[config.mk]
export PLATFORM = sky130hd
export DESIGN_NAME = fc_train_unit
export DESIGN_NICKNAME = d
export VERILOG_FILES = /design/src/rtl/fct_pkg.sv /design/src/rtl/fct_tx_seq.sv /design/src/rtl/fct_tx_mux.sv /design/src/rtl/fct_rx_detect.sv /design/src/rtl/fc_train_unit.sv
export SDC_FILE = /design/constraint.sdc
export NUM_CORES = 1
export LEC_CHECK = 0
export BUFFER_PORTS_ARGS = -buffer_cell sky130_fd_sc_hd__buf_2
export CORE_MARGIN = 2
export CORE_UTILIZATION = 54
export CTS_BUF_LIST = sky130_fd_sc_hd__clkbuf_16
export DETAILED_ROUTE_END_ITERATION = 10
export PLACE_DENSITY = 0.84
export SYNTH_ARGS = -nofsm -noshare
export SYNTH_HDL_FRONTEND = slang
export SYNTH_SLANG_ARGS = --single-unit
[constraint.sdc]
create_clock -name clk -period 5.04 [get_ports clk]
set_input_delay 0.504 -clock clk [delete_from_list [all_inputs] [get_ports clk]]
set_output_delay 0.504 -clock clk [all_outputs]
set_load 0.01 [all_outputs]
[src/rtl/fct_pkg.sv]
package fct_pkg;

    localparam int DAT_W = 4;

    typedef struct packed {
        logic             sof;
        logic [DAT_W-1:0] dat;
        logic             par;
        logic             rdy;
    } fc_word_t;

    localparam fc_word_t TRAIN_HI = '{sof: 1'b1, dat: 4'hC, par: 1'b0, rdy: 1'b0};
    localparam fc_word_t TRAIN_LO = '{sof: 1'b0, dat: 4'h3, par: 1'b1, rdy: 1'b1};

    typedef enum logic {
        SEQ_IDLE = 1'b0,
        SEQ_RUN  = 1'b1
    } seq_state_e;

endpackage

[src/rtl/fct_tx_seq.sv]
module fct_tx_seq
    import fct_pkg::*;
#(
    parameter int ALPHA_W  = 8,
    parameter int HALF_LEN = 10
) (
    input  logic               clk,
    input  logic               rst_n,
    input  logic               start_i,
    input  logic [ALPHA_W-1:0] alpha_i,
    output logic               busy_o,
    output logic               second_half_o
);

    localparam int PH_W = (HALF_LEN > 1) ? $clog2(HALF_LEN) : 1;
    localparam logic [PH_W-1:0] PH_LAST = PH_W'(HALF_LEN - 1);

    typedef struct packed {
        seq_state_e         state;
        logic [PH_W-1:0]    phase;
        logic               half;
        logic [ALPHA_W-1:0] reps;
    } seq_t;

    seq_t seq_d, seq_q;

    always_comb begin
        seq_d = seq_q;
        unique case (seq_q.state)
            SEQ_IDLE: begin
                if (start_i && (alpha_i != '0)) begin
                    seq_d.state = SEQ_RUN;
                    seq_d.phase = '0;
                    seq_d.half  = 1'b0;
                    seq_d.reps  = alpha_i;
                end
            end
            SEQ_RUN: begin
                if (seq_q.phase == PH_LAST) begin
                    seq_d.phase = '0;
                    if (seq_q.half) begin
                        seq_d.half = 1'b0;
                        if (seq_q.reps == ALPHA_W'(1)) begin
                            seq_d.state = SEQ_IDLE;
                            seq_d.reps  = '0;
                        end else begin
                            seq_d.reps = seq_q.reps - ALPHA_W'(1);
                        end
                    end else begin
                        seq_d.half = 1'b1;
                    end
                end else begin
                    seq_d.phase = seq_q.phase + PH_W'(1);
                end
            end
            default: seq_d.state = SEQ_IDLE;
        endcase
    end

    always_ff @(posedge clk or negedge rst_n) begin
        if (!rst_n) begin
            seq_q <= '{state: SEQ_IDLE, phase: '0, half: 1'b0, reps: '0};
        end else begin
            seq_q <= seq_d;
        end
    end

    assign busy_o        = (seq_q.state == SEQ_RUN);
    assign second_half_o = seq_q.half;

endmodule

[src/rtl/fct_tx_mux.sv]
module fct_tx_mux
    import fct_pkg::*;
(
    input  logic     busy_i,
    input  logic     second_half_i,
    input  fc_word_t norm_i,
    output fc_word_t word_o
);

    fc_word_t train_w;

    always_comb begin
        train_w = second_half_i ? TRAIN_LO : TRAIN_HI;
        word_o  = busy_i ? train_w : norm_i;
    end

endmodule

[src/rtl/fct_rx_detect.sv]
module fct_rx_detect
    import fct_pkg::*;
#(
    parameter int RUN_LEN = 3
) (
    input  logic     clk,
    input  logic     rst_n,
    input  fc_word_t word_i,
    input  logic     ignore_i,
    output logic     pulse_o
);

    localparam int CNT_W = $clog2(RUN_LEN + 1);
    localparam logic [CNT_W-1:0] CNT_MAX = CNT_W'(RUN_LEN);
    localparam logic [CNT_W-1:0] CNT_PRE = CNT_W'(RUN_LEN - 1);

    typedef struct packed {
        logic [CNT_W-1:0] cnt;
        logic             pulse;
    } det_t;

    det_t det_d, det_q;
    logic hit;

    always_comb begin
        hit   = (word_i == TRAIN_HI);
        det_d = det_q;
        det_d.pulse = 1'b0;
        if (!hit) begin
            det_d.cnt = '0;
        end else begin
            if (det_q.cnt != CNT_MAX) begin
                det_d.cnt = det_q.cnt + CNT_W'(1);
            end
            if ((det_q.cnt == CNT_PRE) && !ignore_i) begin
                det_d.pulse = 1'b1;
            end
        end
    end

    always_ff @(posedge clk or negedge rst_n) begin
        if (!rst_n) begin
            det_q <= '{cnt: '0, pulse: 1'b0};
        end else begin
            det_q <= det_d;
        end
    end

    assign pulse_o = det_q.pulse;

endmodule

[src/rtl/fc_train_unit.sv]
module fc_train_unit
    import fct_pkg::*;
#(
    parameter int ALPHA_W  = 8,
    parameter int HALF_LEN = 10,
    parameter int RUN_LEN  = 3
) (
    input  logic               clk,
    input  logic               rst_n,
    input  logic               tx_start,
    input  logic [ALPHA_W-1:0] tx_alpha,
    input  logic               tx_norm_sof,
    input  logic [3:0]         tx_norm_dat,
    input  logic               tx_norm_par,
    input  logic               tx_norm_rdy,
    output logic               tx_sof,
    output logic [3:0]         tx_dat,
    output logic               tx_par,
    output logic               tx_rdy,
    output logic               tx_busy,
    input  logic               rx_sof,
    input  logic [3:0]         rx_dat,
    input  logic               rx_par,
    input  logic               rx_rdy,
    input  logic               rx_ignore,
    output logic               rx_deskew_req
);

    logic     seq_busy;
    logic     seq_half;
    fc_word_t norm_w;
    fc_word_t out_w;
    fc_word_t rx_w;

    assign norm_w = '{sof: tx_norm_sof, dat: tx_norm_dat, par: tx_norm_par, rdy: tx_norm_rdy};
    assign rx_w   = '{sof: rx_sof, dat: rx_dat, par: rx_par, rdy: rx_rdy};

    fct_tx_seq #(
        .ALPHA_W  (ALPHA_W),
        .HALF_LEN (HALF_LEN)
    ) u_seq (
        .clk           (clk),
        .rst_n         (rst_n),
        .start_i       (tx_start),
        .alpha_i       (tx_alpha),
        .busy_o        (seq_busy),
        .second_half_o (seq_half)
    );

    fct_tx_mux u_mux (
        .busy_i        (seq_busy),
        .second_half_i (seq_half),
        .norm_i        (norm_w),
        .word_o        (out_w)
    );

    fct_rx_detect #(
        .RUN_LEN (RUN_LEN)
    ) u_det (
        .clk      (clk),
        .rst_n    (rst_n),
        .word_i   (rx_w),
        .ignore_i (rx_ignore),
        .pulse_o  (rx_deskew_req)
    );

    assign tx_sof  = out_w.sof;
    assign tx_dat  = out_w.dat;
    assign tx_par  = out_w.par;
    assign tx_rdy  = out_w.rdy;
    assign tx_busy = seq_busy;

endmodule

==> impl_metrics.py <==
metrics = {
    "status": {
        "outcome": "finished, final reports clean",
    },
    "logic_synthesis": {
        "avgSynthCellArea_sq_um": 8.78,
        "synth-edff-count": 0,
        "synthTopCellsByArea": "dfrtp_1 (38%), ha_1 (6.7%), inv_1 (4.7%)",
        "syn_inst": 128,
        "synth_area_sq_um": 1120,
        "ys_seq_area_share_pct": 37.9,
        "synth_xor_area_share_pct": 1.56,
        "yosysWarnings": 0,
        "ys.flop_type": "dfrtp_1",
        "synth_top_area_share_pct": 37.9,
        "synth_top_family_by_area": "compound AO/OA/AOI/OAI gates",
        "synth_most_common_cell": "dfrtp_1",
        "syn-num-nets": 160,
        "synth.area.mux_share_pct": 1.00,
        "synth_compound_area_share_pct": 25.4,
        "async_flop_share_pct": 100,
        "synth_commonest_cells": "dfrtp_1 (17), inv_1 (14), nand2_1 (13)",
        "yosys.area_share.adder_pct": 6.68,
        "synthSimpleGateAreaFrac_pct": 20.4,
        "synth_seq_cells": 17,
        "synth_top_area_cell": "dfrtp_1",
        "synth.distinct_cells": 40,
    },
    "placement": {
        "portBuffers": 34,
        "hpwl_um": 1980,
        "gp_congestion": 0.865,
    },
    "clock_tree": {
        "cts_resized": 0,
        "cts.htree.levels": 1,
        "clock_latency_ns": 0.25,
        "cts.path.max_buffers": 2,
        "holdBufCountCts": 0,
        "numCtsBuffers": 3,
        "cts_setup_buffers": 0,
        "clk_pin_slew_ns": 0.05,
        "cts_root_buffer": "clkbuf_16",
        "cts_tree": "done",
        "clock_sinks": 17,
    },
    "routing": {
        "drc_errors": 0,
        "first_pass_iters": 4,
        "wl_per_cell_um": 14.6,
        "num_vias": 1075,
        "ant_nets": 0,
        "drt_iter0_markers": 29,
        "drt-total-wl_um": 2730,
        "viasPerCell": 5.75,
    },
    "sta": {
        "final.min_clock_period_ns": 2.44,
        "tns_ns": 0,
        "rsz0062_at_grt": "false",
        "finalSetupViolCount": 0,
        "finalMaxSlewViolations": 0,
        "fmax_mhz": 410,
        "whs_ns": 0.168,
        "timing.final.hold_violations": 0,
        "relSlewSlack_pct": 54.0,
        "final.setup_skew_ns": 0.00261,
        "max_slew.worst_pin.slew_ns": 0.689,
        "min_period_over_period_pct": 48.3,
    },
    "global_route": {
        "track_usage_pct": 24.0,
        "grt_max_degree": 25,
        "antenna_found_initial": 0,
        "grt_pass1_wl_um": 4570,
        "overflow": 0,
        "grt_pass1_vias": 1084,
    },
    "die": {
        "coreArea_sq_um": 1960,
        "die_w_um": 49.6,
        "io-pin-count": 35,
        "die_y_um": 49.6,
        "initial_core_util_pct": 57.3,
        "dieArea_sq_um": 2460,
        "rows": 16,
    },
    "hold_path": {
        "hold_class": "in -> async",
    },
    "setup_path": {
        "crit_family": "simple AND/OR/NAND/NOR gates",
        "crit_required_ns": 5.17,
        "cpPeakStageDelay_ns": 0.78,
        "cp-start-kind": "flop",
        "criticalPathCategory": "reg -> reg",
        "endpoint_kind": "flop",
        "cp_slowest_cell": "dfrtp_1",
        "crit_chain": "nand2_1 > nor2_1 > or2_0 > mux2_2",
        "cp.arrival_ns": 2.57,
        "crit_buf_inv": 0,
        "worst-path-max-fanout": 24,
    },
    "power": {
        "p_leak_nw": 0.676,
        "power_mw": 0.622,
        "peakVddDrop_mv": 0.316,
        "power_density_nw_per_um2": 451,
    },
    "layout": {
        "nNetsFinal": 193,
        "diodes": 0,
        "area_growth_pct": 22.7,
        "final_layout_size_suffix_gt1_share_pct": 25.6,
    },
    "job": {
        "timing.max_cap.violations": 0,
    },
}
[final timing paths]
check,from,endpoint,slack [ns],cells after the start
max,u_seq.busy_o$_DFF_PN0_,u_seq.seq_q[1]$_DFFE_PN0P_,2.60,4
min,rst_n,u_seq.busy_o$_DFF_PN0_,0.17,1
max reg2reg,u_seq.busy_o$_DFF_PN0_,u_seq.seq_q[1]$_DFFE_PN0P_,2.60,4
min reg2reg,u_seq.seq_q[12]$_DFFE_PN0P_,u_seq.seq_q[12]$_DFFE_PN0P_,0.53,1
max in group asynchronous,rst_n,u_det.det_q[1]$_DFFE_PN0P_,4.60,1
min in group clk,rx_ignore,u_det.pulse_o$_DFF_PN0_,0.41,2
[metal layers]
metal  track usage (%)  vias to the layer above  part of all wire [%]
met3              3.33                        4                   5.3
met4              8.80                        0                  0.84
li1                  -                      535                     -
met2              44.0                       43                    50
met5                 0                        -                     0
met1              28.2                      493                    44
[final cells by class]
cell class | count | area, sq um
Multi-Input combinational cell | 91 | 618
Clock inverter | 1 | 3.75
Clock buffer | 3 | 75.1
Sequential cell | 17 | 425
Inverter | 14 | 52.6
Timing Repair Buffer | 34 | 170
Fill cell | 159 | 583
Tap cell | 27 | 33.8
[worst register-to-register path, stage by stage (launching register included)]
cell	delay, ns
dfrtp_1	0.78
nand2_1	0.22
nor2_1	0.56
or2_0	0.38
mux2_2	0.38
[flip-flops by register name, summed over array words and instances, names as in the netlist]
register             cells
u_det.det_q              2
u_det.pulse_o            1
u_seq.busy_o             1
u_seq.second_half_o      1
u_seq.seq_q             12
[cell families (layout without fill, tap and decap cells)]
kind of cell               after synthesis  after routing
xor gates and xnor gates                 2              2
muxes                                    1              1
adders and majority gates                6              6
DFF                                     17             17
and+or+nand+nor                         43             43
AOI/OAI and AO/OA                       39             39
buffers and inverters                   20             52
[where the power goes]
part | internal [mW] | total (mW) | switching, mW
registers | 0.178 | 0.238 | 0.0591
logic | 0.110 | 0.226 | 0.116
clock network | 0.105 | 0.158 | 0.0522
total | 0.394 | 0.622 | 0.228
[placed cells by master, fill, tap and decap left out, types with 2 or more instances in the layout]
| cell type | count |
|---|---|
| a21o_1 | 2 |
| a21oi_1 | 3 |
| a221o_1 | 2 |
| a22o_1 | 2 |
| buf_2 | 34 |
| clkbuf_16 | 3 |
| dfrtp_1 | 17 |
| ha_1 | 6 |
| inv_1 | 15 |
| nand2_1 | 13 |
| nor2_1 | 8 |
| nor3_1 | 4 |
| nor3b_1 | 3 |
| nor4_1 | 3 |
| nor4b_1 | 2 |
| o2111ai_1 | 2 |
| o211ai_1 | 3 |
| o21ai_0 | 10 |
| o22ai_1 | 5 |
| or4_1 | 3 |
| xor2_1 | 2 |
[stage by stage]
| stage | setup slack, ns | instance area [sq um] | utilization [%] | cells |
|---|---|---|---|---|
| after floorplan | 3.23 | 1120 | - | 128 |
| after global placement | 2.73 | 1300 | 66.3 | 183 |
| after detailed placement | 2.68 | 1300 | 66.3 | 183 |
| after CTS | 2.66 | 1380 | 70.3 | 187 |
| after global routing | 2.45 | 1380 | 70.3 | 187 |
| final | 2.60 | 1380 | 70.3 | 187 |
Power figures use the tool's default switching activity.
